<file path="config.mk">
export PLATFORM = sky130hd
export DESIGN_NAME = maxfind_stream
export DESIGN_NICKNAME = d
export VERILOG_FILES = /design/src/rtl/maxfind_pkg.sv /design/src/rtl/mf_onehot_decode.sv /design/src/rtl/mf_or_tree.sv /design/src/rtl/mf_high_arbiter.sv /design/src/rtl/mf_onehot_encode.sv /design/src/rtl/maxfind_stream.sv
export SDC_FILE = /design/constraint.sdc
export NUM_CORES = 2
export LEC_CHECK = 0
export ABC_AREA = 1
export BUFFER_PORTS_ARGS = -buffer_cell sky130_fd_sc_hd__buf_2
export CAP_MARGIN = 20
export CELL_PAD_IN_SITES_DETAIL_PLACEMENT = 1
export CELL_PAD_IN_SITES_GLOBAL_PLACEMENT = 1
export CORE_AREA = 4 4 399 401
export CTS_BUF_LIST = sky130_fd_sc_hd__clkbuf_4 sky130_fd_sc_hd__clkbuf_8
export DETAILED_ROUTE_END_ITERATION = 8
export DIE_AREA = 0 0 403 405
export PLACE_DENSITY = 0.82
export SLEW_MARGIN = 40
export SYNTH_ARGS = -nofsm -noshare
export SYNTH_HDL_FRONTEND = slang
export SYNTH_SLANG_ARGS = --single-unit
export TNS_END_PERCENT = 10
</file>
<file path="constraint.sdc">
create_clock -name clk -period 1.6 [get_ports clk]
set_input_delay 0.32 -clock clk [delete_from_list [all_inputs] [get_ports clk]]
set_output_delay 0.32 -clock clk [all_outputs]
set_load 0.02 [all_outputs]
</file>
<file path="src/rtl/maxfind_pkg.sv">
package maxfind_pkg;
  // Default geometry of the finder.
  localparam int unsigned DEF_N_IN  = 256;
  localparam int unsigned DEF_VAL_W = 4;
  localparam int unsigned DEF_RADIX = 4;

  // Number of RADIX-wide OR levels needed to fold n vectors to one.
  function automatic int unsigned tree_levels(input int unsigned n, input int unsigned radix);
    int unsigned cnt;
    int unsigned lvl;
    cnt = n;
    lvl = 0;
    while (cnt > 1) begin
      cnt = (cnt + radix - 1) / radix;
      lvl = lvl + 1;
    end
    return lvl;
  endfunction
endpackage

</file>
<file path="src/rtl/mf_onehot_decode.sv">
// Binary value to one-hot vector: bit i is set when the value equals i.
module mf_onehot_decode #(
  parameter int unsigned VAL_W = 4,
  localparam int unsigned OH_W = 1 << VAL_W
) (
  input  logic [VAL_W-1:0] val_i,
  output logic [OH_W-1:0]  onehot_o
);
  for (genvar i = 0; i < OH_W; i++) begin : g_bit
    assign onehot_o[i] = (val_i == VAL_W'(i));
  end
endmodule

</file>
<file path="src/rtl/mf_or_tree.sv">
// Bitwise OR of N_IN vectors of width W, folded RADIX at a time per level.
// The module calls itself on the group results until one vector is left.
module mf_or_tree #(
  parameter int unsigned N_IN  = 256,
  parameter int unsigned W     = 16,
  parameter int unsigned RADIX = 4
) (
  input  logic [N_IN-1:0][W-1:0] vecs_i,
  output logic [W-1:0]           red_o
);
  if (N_IN <= 1) begin : g_leaf
    assign red_o = vecs_i[0];
  end else begin : g_level
    localparam int unsigned GROUPS = (N_IN + RADIX - 1) / RADIX;
    logic [GROUPS-1:0][W-1:0] grp;

    always_comb begin
      grp = '0;
      for (int g = 0; g < GROUPS; g++) begin
        for (int j = 0; j < RADIX; j++) begin
          if (g * RADIX + j < N_IN) begin
            grp[g] = grp[g] | vecs_i[g * RADIX + j];
          end
        end
      end
    end

    mf_or_tree #(
      .N_IN (GROUPS),
      .W    (W),
      .RADIX(RADIX)
    ) u_next (
      .vecs_i(grp),
      .red_o (red_o)
    );
  end
endmodule

</file>
<file path="src/rtl/mf_high_arbiter.sv">
// Keeps only the highest-index set bit of req_i (bit-slice chain from the top).
module mf_high_arbiter #(
  parameter int unsigned W = 16
) (
  input  logic [W-1:0] req_i,
  output logic [W-1:0] grant_o
);
  // none_above[i]: no request at any index above i.
  logic [W-1:0] none_above;

  assign none_above[W-1] = 1'b1;
  for (genvar i = W - 2; i >= 0; i--) begin : g_chain
    assign none_above[i] = none_above[i+1] & ~req_i[i+1];
  end

  assign grant_o = req_i & none_above;
endmodule

</file>
<file path="src/rtl/mf_onehot_encode.sv">
// One-hot to binary: each output bit is the OR of the inputs whose index has it set.
module mf_onehot_encode #(
  parameter int unsigned VAL_W = 4,
  localparam int unsigned OH_W = 1 << VAL_W
) (
  input  logic [OH_W-1:0]  onehot_i,
  output logic [VAL_W-1:0] bin_o
);
  always_comb begin
    bin_o = '0;
    for (int i = 0; i < OH_W; i++) begin
      if (onehot_i[i]) begin
        bin_o = bin_o | VAL_W'(i);
      end
    end
  end
endmodule

</file>
<file path="src/rtl/maxfind_stream.sv">
module maxfind_stream
  import maxfind_pkg::*;
#(
  parameter int unsigned N_IN  = DEF_N_IN,
  parameter int unsigned VAL_W = DEF_VAL_W,
  parameter int unsigned RADIX = DEF_RADIX,
  localparam int unsigned DATA_W = N_IN * VAL_W,
  localparam int unsigned OH_W   = 1 << VAL_W
) (
  input  logic              clk,
  input  logic              rst_n,
  input  logic              in_valid,
  output logic              in_ready,
  input  logic [DATA_W-1:0] in_data,
  output logic              out_valid,
  input  logic              out_ready,
  output logic [VAL_W-1:0]  out_max,
  output logic              out_any
);
  logic [N_IN-1:0][OH_W-1:0] dec_vec;
  logic [OH_W-1:0]           presence;
  logic [OH_W-1:0]           top_onehot;
  logic [VAL_W-1:0]          max_bin;
  logic                      accept;

  // One decoder per packed value.
  for (genvar k = 0; k < N_IN; k++) begin : g_dec
    mf_onehot_decode #(.VAL_W(VAL_W)) u_dec (
      .val_i   (in_data[k*VAL_W +: VAL_W]),
      .onehot_o(dec_vec[k])
    );
  end

  mf_or_tree #(
    .N_IN (N_IN),
    .W    (OH_W),
    .RADIX(RADIX)
  ) u_or (
    .vecs_i(dec_vec),
    .red_o (presence)
  );

  mf_high_arbiter #(.W(OH_W)) u_arb (
    .req_i  (presence),
    .grant_o(top_onehot)
  );

  mf_onehot_encode #(.VAL_W(VAL_W)) u_enc (
    .onehot_i(top_onehot),
    .bin_o   (max_bin)
  );

  // Single output register with pass-through ready.
  assign in_ready = ~out_valid | out_ready;
  assign accept   = in_valid & in_ready;

  always_ff @(posedge clk or negedge rst_n) begin
    if (!rst_n) begin
      out_valid <= 1'b0;
      out_max   <= '0;
      out_any   <= 1'b0;
    end else if (in_ready) begin
      out_valid <= in_valid;
      if (accept) begin
        out_max <= max_bin;
        out_any <= |presence;
      end
    end
  end
endmodule

</file>
# --- After elaboration in Yosys (flattened, before gate mapping) ---
# Cells that the tools add are included.
totals:
  reg_bits: 6
  out_inout_bits: 7
  wordCells: 4404
op_classes:
  eq_ne: 3840
  n_mux: 15
  bitwise_logic: 288
  n_reduce_logical: 258
op_table:
  columns: ["operator", "n"]
  rows:
  - ["$eq 4x4->1 const B", 2048]
  - ["$eq 4x3->1 const B", 1024]
  - ["$or 16x16->16", 255]
  - ["$eq 4x2->1 const B", 512]
  - ["$eq 4x1->1 const B", 256]
  - ["$logic_not 4->1", 256]
  - ["$mux 4", 8]
  - ["$and 16x16->16", 1]
  - ["$not 1->1", 16]
  - ["$reduce_or 16->1", 1]
  - ["$and 1x1->1", 15]
  - ["$mux 3", 4]
  - ["$mux 2", 2]
  - ["$reduce_and 2->1", 1]
  - ["$mux 1", 1]
  - ["$or 1x1->1", 1]

# --- Longest topological paths before layout ---
logic_depth:
  word_depth: 44
  mapped_depth: 20

# --- Cells and area by module ---
# Synthesis repeated with hierarchy kept, for this count alone.
hier_totals:
  hier_cells: 11382
  area_unflattened_um2: 42987.5
by_module_without_submodules:
  columns: ["module", "instances", "cells_per_inst", "area_each_um2", "seq_area_each_um2"]
  rows:
  - ["mf_onehot_decode", 256, 28, 105.1, 0.0]
  - ["mf_or_tree at u_or", 1, 3072, 11531.1, 0.0]
  - ["mf_or_tree at u_or.g_level.u_next", 1, 768, 2882.8, 0.0]
  - ["mf_or_tree at u_or.g_level.u_next.g_level.u_next", 1, 192, 720.7, 0.0]
  - ["maxfind_stream", 1, 41, 296.5, 150.1]
  - ["mf_high_arbiter", 1, 40, 206.4, 0.0]
  - ["mf_or_tree at u_or.g_level.u_next.g_level.u_next.g_level.u_next", 1, 48, 180.2, 0.0]
  - ["mf_onehot_encode", 1, 37, 143.9, 0.0]
  - ["mf_or_tree at u_or.g_level.u_next.g_level.u_next.g_level.u_next.g_level.u_next", 1, 16, 120.1, 0.0]

# --- Worst setup path after synthesis ---
# No wires, ideal clock.
synth_timing:
  path_kind: "input -> register"
  from: "in in_data[121]"
  to: "reg out_max[0]"
  arrival_time_ps: 1717
  required_time_ps: 1529
  slack_ps: -189
  path_stages: 16
  n_path_buf: 1
  path_cell_list: "buf_2 -> nand2_2 -> nor2_1 -> a21oi_1 -> nand2_1 -> nor2_1 -> nand4_1 -> nor2_1 -> nand2_1 -> nor2_2 -> nand2_4 -> nor2_8 -> nand3_2 -> nor2_1 -> nor2_1 -> nor2_1"
synth_via:
  elab_chain_cells: 40
  elab_cells_between_ends: 67
synth_rtl:
  columns: ["item", "line_no", "text"]
  rows:
  - ["from (decl)", "maxfind_stream.sv:14", "input logic [DATA_W-1:0] in_data,"]
  - ["$eq 4x4->1", "mf_onehot_decode.sv:10", "assign onehot_o[i] = (val_i == VAL_W'(i));"]
  - ["$or 16x16->16 * (9 in series)", "mf_or_tree.sv:22", "grp[g] = grp[g] | vecs_i[g * RADIX + j];"]
  - ["$not 1->1", "mf_high_arbiter.sv:13", "assign none_above[i] = none_above[i+1] & ~req_i[i+1];"]
  - ["$and 1x1->1 (13 in series)", "mf_high_arbiter.sv:13", null]
  - ["$and 16x16->16 *", "mf_high_arbiter.sv:16", "assign grant_o = req_i & none_above;"]
  - ["$mux 1", "mf_onehot_encode.sv:12", "if (onehot_i[i]) begin"]
  - ["$mux 2 (2 in series)", "mf_onehot_encode.sv:12", null]
  - ["$mux 3 (4 in series)", "mf_onehot_encode.sv:12", null]
  - ["$mux 4 (7 in series)", "mf_onehot_encode.sv:12", null]
  - ["$mux 4 *", "mf_onehot_encode.sv:12", null]
  - ["to (signal assigned)", "maxfind_stream.sv:65", "out_max <= max_bin;"]
  - ["to (decl)", "maxfind_stream.sv:17", "output logic [VAL_W-1:0] out_max,"]
# Mark *: on every way between the ends. The rest lies on a longest branch, timed or not.
# A chain may end at the register's enable or synchronous reset.

# --- Worst setup path after layout ---
layout_timing:
  from: "in in_data[717]"
  to: "reg out_max[0]"
layout_via:
  elab_chain_cells: 38
  elab_cells_between_ends: 65
layout_rtl:
  columns: ["item", "line_no"]
  rows:
  - ["$eq 4x4->1", "mf_onehot_decode.sv:10"]
  - ["$or 16x16->16 * (7 in series)", "mf_or_tree.sv:22"]
  - ["$not 1->1", "mf_high_arbiter.sv:13"]
  - ["$and 1x1->1 (13 in series)", "mf_high_arbiter.sv:13"]
  - ["$and 16x16->16 *", "mf_high_arbiter.sv:16"]
  - ["$mux 1", "mf_onehot_encode.sv:12"]
  - ["$mux 2 (2 in series)", "mf_onehot_encode.sv:12"]
  - ["$mux 3 (4 in series)", "mf_onehot_encode.sv:12"]
  - ["$mux 4 (7 in series)", "mf_onehot_encode.sv:12"]
  - ["$mux 4 *", "mf_onehot_encode.sv:12"]
# Marks and branches as above.

==> results.md <==
* Synthesis-to-layout area growth at 73.7%
* LEAKAGE at 46.6 nW
* Die height at 405 um
* Post-synthesis sequential area ratio at 0.341%
* Max_slew headroom at between 30% and 40%
* Levels on crit path at 18
* RSZ-0062 raised after global routing: true
* FP Rows at 145
* Vias after detailed routing at 89400
* TritonCTS Sinks at 6
* Required time worst endpoint at between 1500 and 2000 ps
* Synth unique cells at 37
* Worst path slowest cell: nor2_1
* Post-synth top flop: dfrtp_1
* VDD IR max at 0.252 mV
* Tcrit/Tclk final at 159%
* Die Width at a little over 400 um
* Post-Syn Instances at approximately 11000
* Failing checks: negative setup slack
* WS Path Type: in -> reg
* Vias/cell at around 5.2
* Drt pass-1 iters at 7
* Post-route minimum period at 2540 ps
* Asr flop ratio synth at 100%
* TritonCTS clock tree: done
* Most frequent cells in the layout: 3727 x nor2_1, 3591 x nand2_1, 2742 x buf_4
* Post-Synthesis Cell Area at 0.0440 mm2
* Setup WS post-layout at -939 ps
* Clk_lat worst skew at between 200 and 300 ps
* Final Slew Violations at 0
* Fin nets at 15800
* Critical path fanouts, max at 5
* # DRC at 0
* Core area at 0.156 mm2
* Initial core utilization at 28.3%
* Post-synth EDFFs at 0
* Largest net degree at the start of global routing at 9
* Buffers & Inverters on Critical Path at 2
* Avg Cell Area, Syn at 4.02 um2
* # placed instances at ~17000
* Max-cap violations at 0
* Total wire length at 444000 um
* Post-route insts no fill at ~17000
* Worst-path clk slew at 80 ps
* Startpoint types: input pin
* DP Worst Slack at -1600 ps
* Final core utilization at 49.1%
* Most common cell after layout, fill and taps aside: nor2_1
* WHS at 424 ps
* Dpl hpwl at 402000 um
* Clock Skew at around 27 ps
* Worst-margin pin slew at 977 ps
* Register-to-Register Path Depth at 10
* Delay of the slowest cell on the worst path at between 700 and 800 ps
* DIE AREA at 0.163 mm2
* Remaining Overflow, GRT at 0
* Per-cell routed wire length at 25.9 um
* Fraction of layout cells with a size suffix above 1 at 30.6%
* Crit path arrival time at between 2000 and 3000 ps
* Initial DRC Count at 9051
* Antenna Nets Post-Route at 0
* Number of global-route vias before repair at 88000
* Synth warn at 0
* Placed Area at ~0.074 mm2
* Quantity of I/O buffers inserted on ports at between 1000 and 1500
* Cts bufs inserted at 3
* CTS max path bufs at 2
* Tightest Hold Check Type: in -> reg
* RePlAce Congestion at 1.16
* Hold Violations, Final at 0
* Hold Path Stages at 5
* Critical path's top delay family: simple AND/OR/NAND/NOR gates
* Status: complete, but fails checks
* Pwr dens at 316 mW/mm2
* Number of H-tree levels at 1
* I/O pin count at 1035
* Post-synthesis register bit count at 6
* Syn Nets at roughly 12000
* Setup violators final at 4
* First-pass GRT wire length at 599000 um
* Initial antenna violation count at 326
* Worst path cell trace: buf_2, nor2_1, nand2_1, nand2_1, nor3_2, nand2_1, nor2_2, nand2_2, nor2_2, buf_6, nand2_1, nor2_2, nand2_2, nor2_4, nand3_1, nand3_1, nor2_1, nor2_1
* Crit-path most repeated cell: nand2_1
* Gr usage total at 50.9%
* Fin area at 0.0764 mm2
* Clk root buf: clkbuf_8
* FMAX at approximately 0.39 GHz
* Critical path endpoint category: flip-flop
==> where the power goes <==
| part | switching (mW) | total [mW] | internal (mW) |
|---|---|---|---|
| sequential | 0.00206 | 0.156 | 0.154 |
| combinational | 14.5 | 23.6 | 9.16 |
| clock | 0.170 | 0.339 | 0.168 |
| total | 14.6 | 24.1 | 9.49 |
==> cell type report <==
cell class,instances,area [um2]
multi-input cells,9103,38900
well taps,2058,2570
inverters,1848,6940
repair buffers,3852,27200
diodes,256,641
clock buffers,3,41.3
fillers,24900,79200
flip-flops and latches,6,150
==> synthesized netlist by cell type (2+ instances only) <==
library cell / number / area, um2
inv_1: 1776 / 6670
dfrtp_1: 6 / 150
nor2_4: 2 / 22.5
buf_2: 2 / 10.0
o22ai_1: 9 / 56.3
and2_1: 53 / 332
a32oi_1: 2 / 17.5
o21ai_0: 107 / 536
nand2_2: 30 / 188
nor2_2: 15 / 93.8
and2_0: 30 / 188
o2111ai_1: 102 / 893
o21a_1: 23 / 173
nor3_1: 124 / 621
o31ai_1: 2 / 15.0
inv_2: 71 / 267
nand3_1: 323 / 1620
a21oi_1: 181 / 906
nor4_1: 3 / 18.8
nand4_1: 264 / 1650
nor2_1: 3962 / 14900
a22oi_1: 10 / 75.1
o21ai_1: 8 / 40.0
o221ai_1: 2 / 17.5
nand3b_1: 9 / 67.6
or2_2: 2 / 12.5
nand2_1: 3819 / 14300
a31oi_1: 13 / 81.3
==> worst paths after layout <==
path / end / slack, ps / startpoint
worst max-delay path: out_max[0] / -940 / in_data[717]
worst min-delay path: out_valid / 420 / out_ready
worst max register to register: out_max[0] / -70 / out_valid
worst min register to register: out_any / 510 / out_any
max in group asynchronous: out_max[1] / 790 / rst_n
min in group asynchronous: out_any / 480 / rst_n
==> sequential cells by signal, indices dropped and copies added, names as in the netlist <==
| signal | flops |
|---|---|
| out_max | 4 |
| out_any | 1 |
| out_valid | 1 |
==> kinds of logic after synthesis <==
kind of cell	after synthesis	share of synthesized area [%]
flops	6	0.341
compound gates	462	6.45
simple gates	8641	77.4
buf+inv	1850	15.8
==> stage by stage <==
| stage | TNS [ps] | power [mW] |
|---|---|---|
| finish | -3580 | 24.1 |
| global route | -3640 | 25.2 |
| CTS | -2620 | 22.8 |
| detailed placement | -6260 | 21.8 |
| global placement | -6270 | 21.4 |
| floorplan | -464 | 7.57 |
==> worst register-to-register path: stages (launching register included) <==
cell and delay (ps):
dfrtp_1 400, nand2_1 100, nand2_1 80, inv_1 360, nand2_1 110, nor2_1 130
nand2_1 60, inv_1 50, nand3_1 80, nor2_1 120, nor2_1 50
==> layer usage <==
layer	routed length (um)	global-route usage [%]	vias up
met5	527	0	-
met4	59400	53.8	82
met3	45500	14.0	1914
met2	182000	77.4	4983
met1	156000	55.2	41400
li1	-	-	41000
==> repair_timing <==
item,4_1_cts,5_1_grt
setup endpoints to repair,4,4
setup buffers,4,2
cloned,0,0
endpoints found under the hold margin,6,0
gates resized for setup,398,312
hold buffers,1,0
pin swaps,137,168
Power figures use the tool's default switching activity.
